--- config.mk ---
export PLATFORM = sky130hd
export DESIGN_NAME = prescaled_timer
export DESIGN_NICKNAME = d
export VERILOG_FILES = /design/src/rtl/tmr_pkg.sv /design/src/rtl/tmr_ctrl_regs.sv /design/src/rtl/tmr_prescaler.sv /design/src/rtl/tmr_counter.sv /design/src/rtl/prescaled_timer.sv
export SDC_FILE = /design/constraint.sdc
export NUM_CORES = 1
export LEC_CHECK = 0
export BUFFER_PORTS_ARGS = -buffer_cell sky130_fd_sc_hd__buf_2
export CORE_MARGIN = 3
export CORE_UTILIZATION = 40
export DETAILED_ROUTE_END_ITERATION = 7
export GPL_ROUTABILITY_DRIVEN = 1
export GPL_TIMING_DRIVEN = 0
export PLACE_DENSITY = 0.7
export SYNTH_ARGS = -nofsm -noshare
export SYNTH_HDL_FRONTEND = slang
export SYNTH_SLANG_ARGS = --single-unit
--- constraint.sdc ---
create_clock -name clk_i -period 2.7 [get_ports clk_i]
set_input_delay 0.54 -clock clk_i [delete_from_list [all_inputs] [get_ports clk_i]]
set_output_delay 0.54 -clock clk_i [all_outputs]
set_load 0.01 [all_outputs]
--- src/rtl/tmr_pkg.sv ---
package tmr_pkg;
  typedef enum logic [1:0] {
    MODE_HALT = 2'b00,
    MODE_UP   = 2'b01,
    MODE_FREE = 2'b10,
    MODE_UPDN = 2'b11
  } mode_e;

  localparam int unsigned CTRL_W     = 9;
  localparam int unsigned MODE_LSB   = 0;
  localparam int unsigned DIV_LSB    = 2;
  localparam int unsigned SRC_LSB    = 4;
  localparam int unsigned CLR_BIT    = 6;
  localparam int unsigned IE_BIT     = 7;
  localparam int unsigned FLAG_BIT   = 8;
  localparam int unsigned FIELD_W    = 2;
endpackage

--- src/rtl/tmr_ctrl_regs.sv ---
module tmr_ctrl_regs
  import tmr_pkg::*;
(
  input  logic               clk_i,
  input  logic               rst_ni,
  input  logic               we_i,
  input  logic [CTRL_W-1:0]  wdata_i,
  input  logic               wrap_i,
  output mode_e              mode_o,
  output logic [FIELD_W-1:0] div_o,
  output logic [FIELD_W-1:0] src_o,
  output logic               clr_o,
  output logic               irq_o,
  output logic [CTRL_W-1:0]  rdata_o
);
  mode_e              mode_q;
  logic [FIELD_W-1:0] div_q, src_q;
  logic               ie_q, flag_q;

  always_ff @(posedge clk_i or negedge rst_ni) begin
    if (!rst_ni) begin
      mode_q <= MODE_HALT;
      div_q  <= '0;
      src_q  <= '0;
      ie_q   <= 1'b0;
      flag_q <= 1'b0;
    end else if (we_i) begin
      mode_q <= mode_e'(wdata_i[MODE_LSB +: FIELD_W]);
      div_q  <= wdata_i[DIV_LSB +: FIELD_W];
      src_q  <= wdata_i[SRC_LSB +: FIELD_W];
      ie_q   <= wdata_i[IE_BIT];
      flag_q <= wdata_i[FLAG_BIT] | wrap_i;  // hardware set wins
    end else begin
      flag_q <= flag_q | wrap_i;
    end
  end

  assign clr_o  = we_i & wdata_i[CLR_BIT];
  assign mode_o = mode_q;
  assign div_o  = div_q;
  assign src_o  = src_q;
  assign irq_o  = flag_q & ie_q;

  always_comb begin
    rdata_o = '0;
    rdata_o[MODE_LSB +: FIELD_W] = mode_q;
    rdata_o[DIV_LSB +: FIELD_W]  = div_q;
    rdata_o[SRC_LSB +: FIELD_W]  = src_q;
    rdata_o[IE_BIT]              = ie_q;
    rdata_o[FLAG_BIT]            = flag_q;
  end
endmodule

--- src/rtl/tmr_prescaler.sv ---
module tmr_prescaler #(
  parameter int unsigned SRC_N = 4,
  parameter int unsigned DIV_W = 2,
  localparam int unsigned SEL_W = (SRC_N > 1) ? $clog2(SRC_N) : 1,
  localparam int unsigned PS_W  = (1 << DIV_W) - 1
) (
  input  logic             clk_i,
  input  logic             rst_ni,
  input  logic [SRC_N-1:0] src_en_i,
  input  logic [SEL_W-1:0] sel_i,
  input  logic [DIV_W-1:0] div_i,
  input  logic             run_i,
  input  logic             clr_i,
  output logic             tick_o
);
  logic [PS_W-1:0] ps_q, last;
  logic            src_tick;

  assign src_tick = (32'(sel_i) < SRC_N) ? src_en_i[sel_i] : 1'b0;
  assign last     = {PS_W{1'b1}} >> (PS_W - 32'(div_i));

  always_ff @(posedge clk_i or negedge rst_ni) begin
    if (!rst_ni)                 ps_q <= '0;
    else if (clr_i)              ps_q <= '0;
    else if (run_i && src_tick)  ps_q <= (ps_q == last) ? '0 : ps_q + 1'b1;
  end

  assign tick_o = run_i & src_tick & (ps_q == last) & ~clr_i;
endmodule

--- src/rtl/tmr_counter.sv ---
module tmr_counter
  import tmr_pkg::*;
#(
  parameter int unsigned CNT_W = 16
) (
  input  logic             clk_i,
  input  logic             rst_ni,
  input  logic             tick_i,
  input  mode_e            mode_i,
  input  logic [CNT_W-1:0] limit_i,
  input  logic             clr_i,
  input  logic             load_i,
  input  logic [CNT_W-1:0] load_val_i,
  output logic [CNT_W-1:0] cnt_o,
  output logic             wrap_o
);
  localparam logic [CNT_W-1:0] CNT_MAX = '1;
  localparam logic [CNT_W-1:0] CNT_ONE = CNT_W'(1);

  logic [CNT_W-1:0] cnt_q, cnt_d;
  logic             down_q, down_d, wrap;

  always_comb begin
    cnt_d  = cnt_q;
    down_d = down_q;
    wrap   = 1'b0;
    if (tick_i) begin
      unique case (mode_i)
        MODE_UP: begin
          if (cnt_q >= limit_i) begin
            cnt_d = '0;
            wrap  = 1'b1;
          end else cnt_d = cnt_q + 1'b1;
        end
        MODE_FREE: begin
          cnt_d = cnt_q + 1'b1;
          wrap  = (cnt_q == CNT_MAX);
        end
        MODE_UPDN: begin
          if (!down_q) begin
            if (cnt_q >= limit_i) begin
              if (cnt_q <= CNT_ONE) begin
                cnt_d = '0;
                wrap  = (cnt_q == CNT_ONE);
              end else begin
                cnt_d  = cnt_q - 1'b1;
                down_d = 1'b1;
              end
            end else cnt_d = cnt_q + 1'b1;
          end else begin
            cnt_d = (cnt_q == '0) ? '0 : cnt_q - 1'b1;
            if (cnt_q <= CNT_ONE) begin
              down_d = 1'b0;
              wrap   = (cnt_q == CNT_ONE);
            end
          end
        end
        default: ;
      endcase
    end
  end

  always_ff @(posedge clk_i or negedge rst_ni) begin
    if (!rst_ni) begin
      cnt_q  <= '0;
      down_q <= 1'b0;
    end else if (clr_i) begin
      cnt_q  <= '0;
      down_q <= 1'b0;
    end else if (load_i) begin
      cnt_q  <= load_val_i;
    end else begin
      cnt_q  <= cnt_d;
      down_q <= down_d;
    end
  end

  assign cnt_o  = cnt_q;
  assign wrap_o = wrap & ~clr_i & ~load_i;
endmodule

--- src/rtl/prescaled_timer.sv ---
module prescaled_timer
  import tmr_pkg::*;
#(
  parameter int unsigned CNT_W = 16,
  parameter int unsigned SRC_N = 4
) (
  input  logic              clk_i,
  input  logic              rst_ni,
  input  logic [SRC_N-1:0]  src_en_i,
  input  logic [CNT_W-1:0]  limit_i,
  input  logic              ctrl_we_i,
  input  logic [CTRL_W-1:0] ctrl_wdata_i,
  output logic [CTRL_W-1:0] ctrl_rdata_o,
  input  logic              cnt_we_i,
  input  logic [CNT_W-1:0]  cnt_wdata_i,
  output logic [CNT_W-1:0]  cnt_o,
  output logic              irq_o
);
  mode_e              mode;
  logic [FIELD_W-1:0] div, src;
  logic               clr, tick, wrap;

  tmr_ctrl_regs u_regs (
    .clk_i, .rst_ni,
    .we_i    (ctrl_we_i),
    .wdata_i (ctrl_wdata_i),
    .wrap_i  (wrap),
    .mode_o  (mode),
    .div_o   (div),
    .src_o   (src),
    .clr_o   (clr),
    .irq_o   (irq_o),
    .rdata_o (ctrl_rdata_o)
  );

  tmr_prescaler #(.SRC_N(SRC_N), .DIV_W(FIELD_W)) u_ps (
    .clk_i, .rst_ni,
    .src_en_i (src_en_i),
    .sel_i    (src),
    .div_i    (div),
    .run_i    (mode != MODE_HALT),
    .clr_i    (clr),
    .tick_o   (tick)
  );

  tmr_counter #(.CNT_W(CNT_W)) u_cnt (
    .clk_i, .rst_ni,
    .tick_i     (tick),
    .mode_i     (mode),
    .limit_i    (limit_i),
    .clr_i      (clr),
    .load_i     (cnt_we_i),
    .load_val_i (cnt_wdata_i),
    .cnt_o      (cnt_o),
    .wrap_o     (wrap)
  );
endmodule

# Yosys cells after proc, flatten, opt, wreduce, memory -nomap -nowiden
# Index checks and enable logic that the tools add are counted.
[word_totals]
regBits = 28
output_inout_bits = 26
wordCells = 72
[classes]
addsub = 4
order_cmp = 3
n_eq_ne = 7
n_shift = 1
n_mux = 28
bitwise = 11
reduce_logical = 10
[ops]
columns = ["cell", "count"]
rows = [
  ["two-way mux 16 bit", 8],
  ["case mux 16 bit (3 select lines)", 1],
  [">> shifter 3 x 32 -> 3 bit (first input constant)", 1],
  ["adder 16 x 1 -> 16 bit (second input constant)", 1],
  ["equality test 16 x 1 -> 1 bit (second input constant)", 1],
  ["equality test 16 bit (second input constant)", 1],
  [">= comparator 16 bit", 1],
  ["<= comparator 16 x 1 -> 1 bit (second input constant)", 1],
  ["zero test 16 bit", 1],
  ["subtractor 16 x 1 -> 16 bit (second input constant)", 1],
  ["two-way mux 1 bit", 14],
  ["two-way mux 3 bit", 3],
  ["nonzero test 2 bit", 4],
  ["bitwise AND 1 bit", 7],
  ["nonzero test 5 bit", 1],
  ["equality test 2 bit (second input constant)", 2],
  ["adder 3 x 1 -> 3 bit (second input constant)", 1],
  ["equality test 3 bit", 1],
  ["less-than comparator 2 x 3 -> 1 bit (second input constant)", 1],
  ["case mux 1 bit (3 select lines)", 1],
  ["AND reduction 3 bit", 1],
  ["nonzero test 3 bit", 1],
  ["subtractor 2 x 2 -> 3 bit (first input constant)", 1],
  ["binary-select mux 1 bit (select 2 bit)", 1],
  ["other kinds (6)", 8],
]

# Longest topological paths before layout
[depth]
word_depth = 10
depth_mapped = 11
depth_no_buf = 9

# By module
# From an unflattened synthesis, not the netlist that was laid out.
[hier_totals]
hier_cells = 357
hier_area_um2 = 2915.3
[by_module_without_submodules]
columns = ["mod", "instances", "cells_each", "area_per_inst_um2", "seq_area_each_um2"]
rows = [
  ["tmr_counter", 1, 299, 2252.2, 425.4],
  ["tmr_ctrl_regs", 1, 30, 391.6, 200.2],
  ["tmr_prescaler", 1, 27, 265.3, 75.1],
  ["prescaled_timer", 1, 1, 6.3, 0.0],
]

# Worst setup path before layout
# No wires, ideal clock.
[synth_path]
path_type = "input-to-reg"
start = "input limit_i[9]"
end = "register u_cnt.cnt_q[9] (netlist: u_cnt.cnt_o[9])"
setup_time_ns = 0.077
t_arrival_ns = 2.633
required_time_ns = 2.623
slack_ns = -0.011
stages = 10
cell_sequence = "inv_1 > ha_1 > a21o_1 > a221o_1 > a21oi_1 > a41oi_2 > clkbuf_1 > a221oi_1 > o21ai_0 > a21oi_1"
[synth_between]
elab_chain_len = 7
[synth_lines]
columns = ["element", "line", "rtl"]
rows = [
  ["from (decl)", "prescaled_timer.sv:10", "input logic [CNT_W-1:0] limit_i,"],
  [">= comparator 16 bit *", "tmr_counter.sv:30, tmr_counter.sv:41", ""],
  ["two-way mux 16 bit", "tmr_counter.sv:41", "if (cnt_q >= limit_i) begin"],
  ["two-way mux 16 bit", "tmr_counter.sv:40", "if (!down_q) begin"],
  ["case mux 16 bit (3 select lines) *", "tmr_counter.sv:28", "unique case (mode_i)"],
  ["two-way mux 16 bit *", "tmr_counter.sv:27", "if (tick_i) begin"],
  ["two-way mux 16 bit *", "tmr_counter.sv:70", "end else if (load_i) begin"],
  ["two-way mux 16 bit *", "tmr_counter.sv:67", "end else if (clr_i) begin"],
  ["to (signal assigned)", "tmr_counter.sv:71", "cnt_q <= load_val_i;"],
  ["to (signal assigned)", "tmr_counter.sv:73", "cnt_q <= cnt_d;"],
  ["to (decl)", "tmr_counter.sv:20", "logic [CNT_W-1:0] cnt_q, cnt_d;"],
]
# Mark *: on every way between the ends. The rest lies on a longest branch, timed or not. The select of a mux whose other input is x is not followed.
# A chain may end at the register's enable or synchronous reset.

# Final worst setup path
[layout_path]
start = "register u_cnt.cnt_q[11] (netlist: u_cnt.cnt_o[11])"
end = "register u_cnt.cnt_q[8] (netlist: u_cnt.cnt_o[8])"
[layout_between]
elab_chain_len = 8
[layout_lines]
columns = ["element", "line", "rtl"]
rows = [
  ["<= comparator 16 x 1 -> 1 bit", "tmr_counter.sv:42", "if (cnt_q <= CNT_ONE) begin"],
  ["two-way mux 16 bit", "tmr_counter.sv:42", ""],
  ["two-way mux 16 bit", "tmr_counter.sv:41", ""],
  ["two-way mux 16 bit", "tmr_counter.sv:40", ""],
  ["case mux 16 bit (3 select lines) *", "tmr_counter.sv:28", ""],
  ["two-way mux 16 bit *", "tmr_counter.sv:27", ""],
  ["two-way mux 16 bit *", "tmr_counter.sv:70", ""],
  ["two-way mux 16 bit *", "tmr_counter.sv:67", ""],
]
# Marks and branches as above.

==> flow_metrics.py <==
metrics = {
    "clocking": {
        "clock-sinks": 28,
        "clk_path_buf_depth": 2,
        "cts_buffers": 3,
        "clock_latency_ns": 0.30,
        "cts_root_buffer": "clkbuf_8",
        "cts_tree": "built",
        "cts.clk_slew.worst_paths_ns": 0.12,
        "h-tree-depth": 1,
    },
    "outcome": {
        "status": "finished clean",
    },
    "worst_setup_path": {
        "startpoint": "u_cnt.cnt_o[11]$_DFFE_PN0P_",
        "worstPathCellList": "ha_4 -> and2_1 -> a221o_1 -> a21oi_4 -> buf_6 -> a41oi_4 -> buf_6 -> a221o_1 -> a21oi_1",
        "critPathLaunchType": "flop",
        "worst_r2r_path_depth": 9,
        "cp.required_ns": 2.92,
        "critPathMaxFanout": 7,
        "path_class": "reg2reg",
        "worstPathArrival_ns": 2.91,
        "r2r-start": "u_cnt.cnt_o[11]$_DFFE_PN0P_",
        "end_kind": "flop",
        "critPathMaxStageDelay_ns": 0.45,
        "reg2reg_to": "u_cnt.cnt_o[8]$_DFFE_PN0P_",
        "rrSetupSlack_ns": 0.002,
        "cp_slowest_cell": "dfrtp_1",
    },
    "grt": {
        "grt_pass1_vias": 3325,
        "grt_use_total": 0.245,
        "grt_pass1_wl_mm": 16.7,
        "antenna_found_initial": 0,
        "grt_overflow": 0,
        "grt_start_max_net_pins": 29,
    },
    "placed_design": {
        "place_ws_ns": -0.634,
        "dp_cells": 551,
        "port_buffers": 72,
        "gp_congestion": 0.947,
        "dpl.hpwl_mm": 7.64,
    },
    "route": {
        "drc_errors": 0,
        "vias": 3811,
        "post_drt_wl_per_cell_um": 20.3,
        "final_antenna_net_count": 0,
        "drt-vias-per-instance": 6.63,
        "routed_wl_mm": 11.6,
        "dr.pass1.iters": 6,
        "drtIter0Drc": 734,
    },
    "die": {
        "rows": 30,
        "boundaryPins": 75,
        "fp.dieArea_mm2": 0.00856,
        "die_w_um": 92.5,
        "initial_core_util": 0.427,
        "core_mm2": 0.00702,
        "die_y_um": 92.5,
    },
    "logic_synthesis": {
        "synth_seq_cells": 28,
        "yosys_warnings": 0,
        "ys.flop_type": "dfrtp_1",
        "seq_area_frac_synth": 0.234,
        "synthDistinctLibCells": 69,
        "synth.avg_cell_area_um2": 7.82,
        "synthesis.nets": 452,
        "syn_area_mm2": 0.00300,
        "syn_inst": 383,
        "synth-edff-count": 0,
        "async_flop_share": 1.00,
    },
    "sta": {
        "max-slew-margin-rel": 0.508,
        "fin_worst_skew_ns": 0.0132,
        "slew_violations": 0,
        "rsz0062_at_grt": "true",
        "hold_viol": 0,
        "tns_ns": 0,
        "final.period_utilization": 0.999,
        "tightest_slew_ns": 0.738,
        "period_minus_slack_ns": 2.70,
        "fin_hold_ws_ns": 0.276,
        "layout_setup_ws_ns": 0.00179,
        "setup_viol": 0,
        "max_freq_mhz": 371,
    },
    "power_and_ir_drop": {
        "leakage_uw": 0.00179,
        "ir_drop_mv": 0.233,
        "powerDensity_mw_per_mm2": 450,
    },
    "finish": {
        "num-fill-cells": 643,
        "utilization": 0.581,
        "area_growth_pct": 36.2,
        "drive_above_1_share": 0.361,
        "instances_no_fill": 575,
        "regArea_um2": 706,
        "antenna_cells": 0,
        "nets": 549,
        "multi_input_area_mm2": 0.00242,
    },
    "min_path": {
        "hp-class": "in2async",
    },
    "run": {
        "drv_cap": 0,
    },
}
[flip-flops by register name, indices dropped and copies added, names as in the netlist]
| register | flops |
|---|---|
| u_regs.ie_q | 1 |
| u_cnt.down_q | 1 |
| u_regs.mode_o | 2 |
| u_cnt.cnt_o | 16 |
| u_regs.flag_q | 1 |
| u_ps.ps_q | 3 |
| u_regs.src_o | 2 |
| u_regs.div_o | 2 |
[per-stage QoR]
step                      area, µm²  power [µW]
after floorplan                3000        1040
after global placement         3480        1260
after detailed placement       3480        1280
after CTS                      3710        1670
after global routing           4080        1940
final                          4080        1840
[Yosys cell counts (3+ instances only)]
| cell | n | area (µm²) |
|---|---|---|
| a211oi_1 | 6 | 45.0 |
| buf_4 | 4 | 30.0 |
| a222oi_1 | 3 | 30.0 |
| o21ai_0 | 16 | 80.1 |
| and3_1 | 7 | 43.8 |
| o31ai_1 | 7 | 52.6 |
| xor2_1 | 3 | 26.3 |
| nor2_1 | 28 | 105 |
| a221o_1 | 4 | 40.0 |
| clkbuf_1 | 15 | 56.3 |
| nor3_1 | 17 | 85.1 |
| o2111ai_1 | 8 | 70.1 |
| ha_1 | 20 | 250 |
| inv_1 | 21 | 78.8 |
| or3_1 | 3 | 18.8 |
| a311oi_1 | 3 | 26.3 |
| o21ai_1 | 3 | 15.0 |
| nand3_1 | 15 | 75.1 |
| a31oi_1 | 8 | 50.1 |
| a22o_1 | 3 | 26.3 |
| a22oi_1 | 4 | 30.0 |
| nand4_1 | 7 | 43.8 |
| mux2_2 | 6 | 67.6 |
| a221oi_1 | 10 | 87.6 |
| o21a_1 | 3 | 22.5 |
| a21oi_1 | 27 | 135 |
| nor4_1 | 4 | 25.0 |
| dfrtp_1 | 28 | 701 |
| a21o_1 | 3 | 22.5 |
| and2_1 | 5 | 31.3 |
| nand2_1 | 38 | 143 |
| a21boi_0 | 3 | 22.5 |
| buf_2 | 6 | 30.0 |
| nor2b_1 | 3 | 18.8 |
[metal layers]
metal / part of all wire / up-vias / global-route usage / wire length (µm)
met3: 0.11 / 76 / 0.0463 / 1290
li1: - / 1675 / - / -
met5: 0 / - / 0 / 0
met4: 0.048 / 0 / 0.0755 / 554
met1: 0.38 / 1761 / 0.325 / 4470
met2: 0.46 / 299 / 0.401 / 5330
[worst max-delay path by stage]
stage | end | slack [ns] | depth (start not counted)
2_1_floorplan | u_cnt.cnt_o[9]$_DFFE_PN0P_ | 0.05 | 10
3_3_place_gp | u_cnt.cnt_o[9]$_DFFE_PN0P_ | -0.62 | 11
3_5_place_dp | u_cnt.cnt_o[9]$_DFFE_PN0P_ | -0.63 | 11
4_1_cts | u_cnt.cnt_o[3]$_DFFE_PN0P_ | -0.004 | 8
5_1_grt | u_cnt.cnt_o[9]$_DFFE_PN0P_ | -0.1 | 10
6_report | u_cnt.cnt_o[8]$_DFFE_PN0P_ | 0.002 | 9
[critical path, delay by kind of cell, from the launching register on]
family,cells,cell delay (ns)
AO/OA/AOI/OAI,5,1.41
flip-flops,1,0.45
buffers and inverters,2,0.35
adder cells (fa/ha/maj),1,0.24
AND/OR/NAND/NOR,1,0.16
[power by group]
part           internal [µW]  switching (µW)  leakage (µW)
registers                470            62.1      0.000356
clock network            199             160     0.0000357
logic                    391             554       0.00140
[kinds of logic (layout without fill, tap and decap cells)]
kind of cell	count (synthesis)	in the layout	share of synthesized area
other cells	1	1	0.00125
xor+xnor	5	5	0.0146
flops	28	28	0.234
simple gates	142	142	0.247
fa+ha+maj	20	20	0.0835
mux	8	8	0.0334
buf+inv	47	142	0.0664
compound gates	132	133	0.320
[cells in the final DEF (no fill, tap or decap), drive strengths merged, types with 4 or more instances in the layout]
cell type / count
inv: 21
a211oi: 6
nand3: 16
a21oi: 28
nand2: 38
buf: 103
dfrtp: 28
mux2: 6
o2111ai: 8
nor2: 28
nor3: 17
clkbuf: 17
a31oi: 8
a22oi: 4
o21ai: 20
nor4: 6
a221o: 4
and3: 7
a221oi: 10
ha: 20
nand4: 7
o31ai: 7
and2: 6
[final cells by class]
cell class | count | area share
Clock buffer | 3 | 0.0101
Sequential cell | 28 | 0.173
Inverter | 21 | 0.0193
Clock inverter | 1 | 0.00736
Multi-Input combinational cell | 309 | 0.594
Buffer | 26 | 0.0386
Timing Repair Buffer | 91 | 0.128
Tap cell | 96 | 0.0294
[what timing repair did]
item | 4_1_cts | 5_1_grt
pin swaps | 4 | 10
hold endpoints to repair | 0 | 0
gates resized for setup | 24 | 64
cloned | 1 | 1
hold buffers | 0 | 0
setup endpoints to repair | 17 | 17
setup buffers | 6 | 12
No activity file was read; power rests on OpenSTA's default activity.
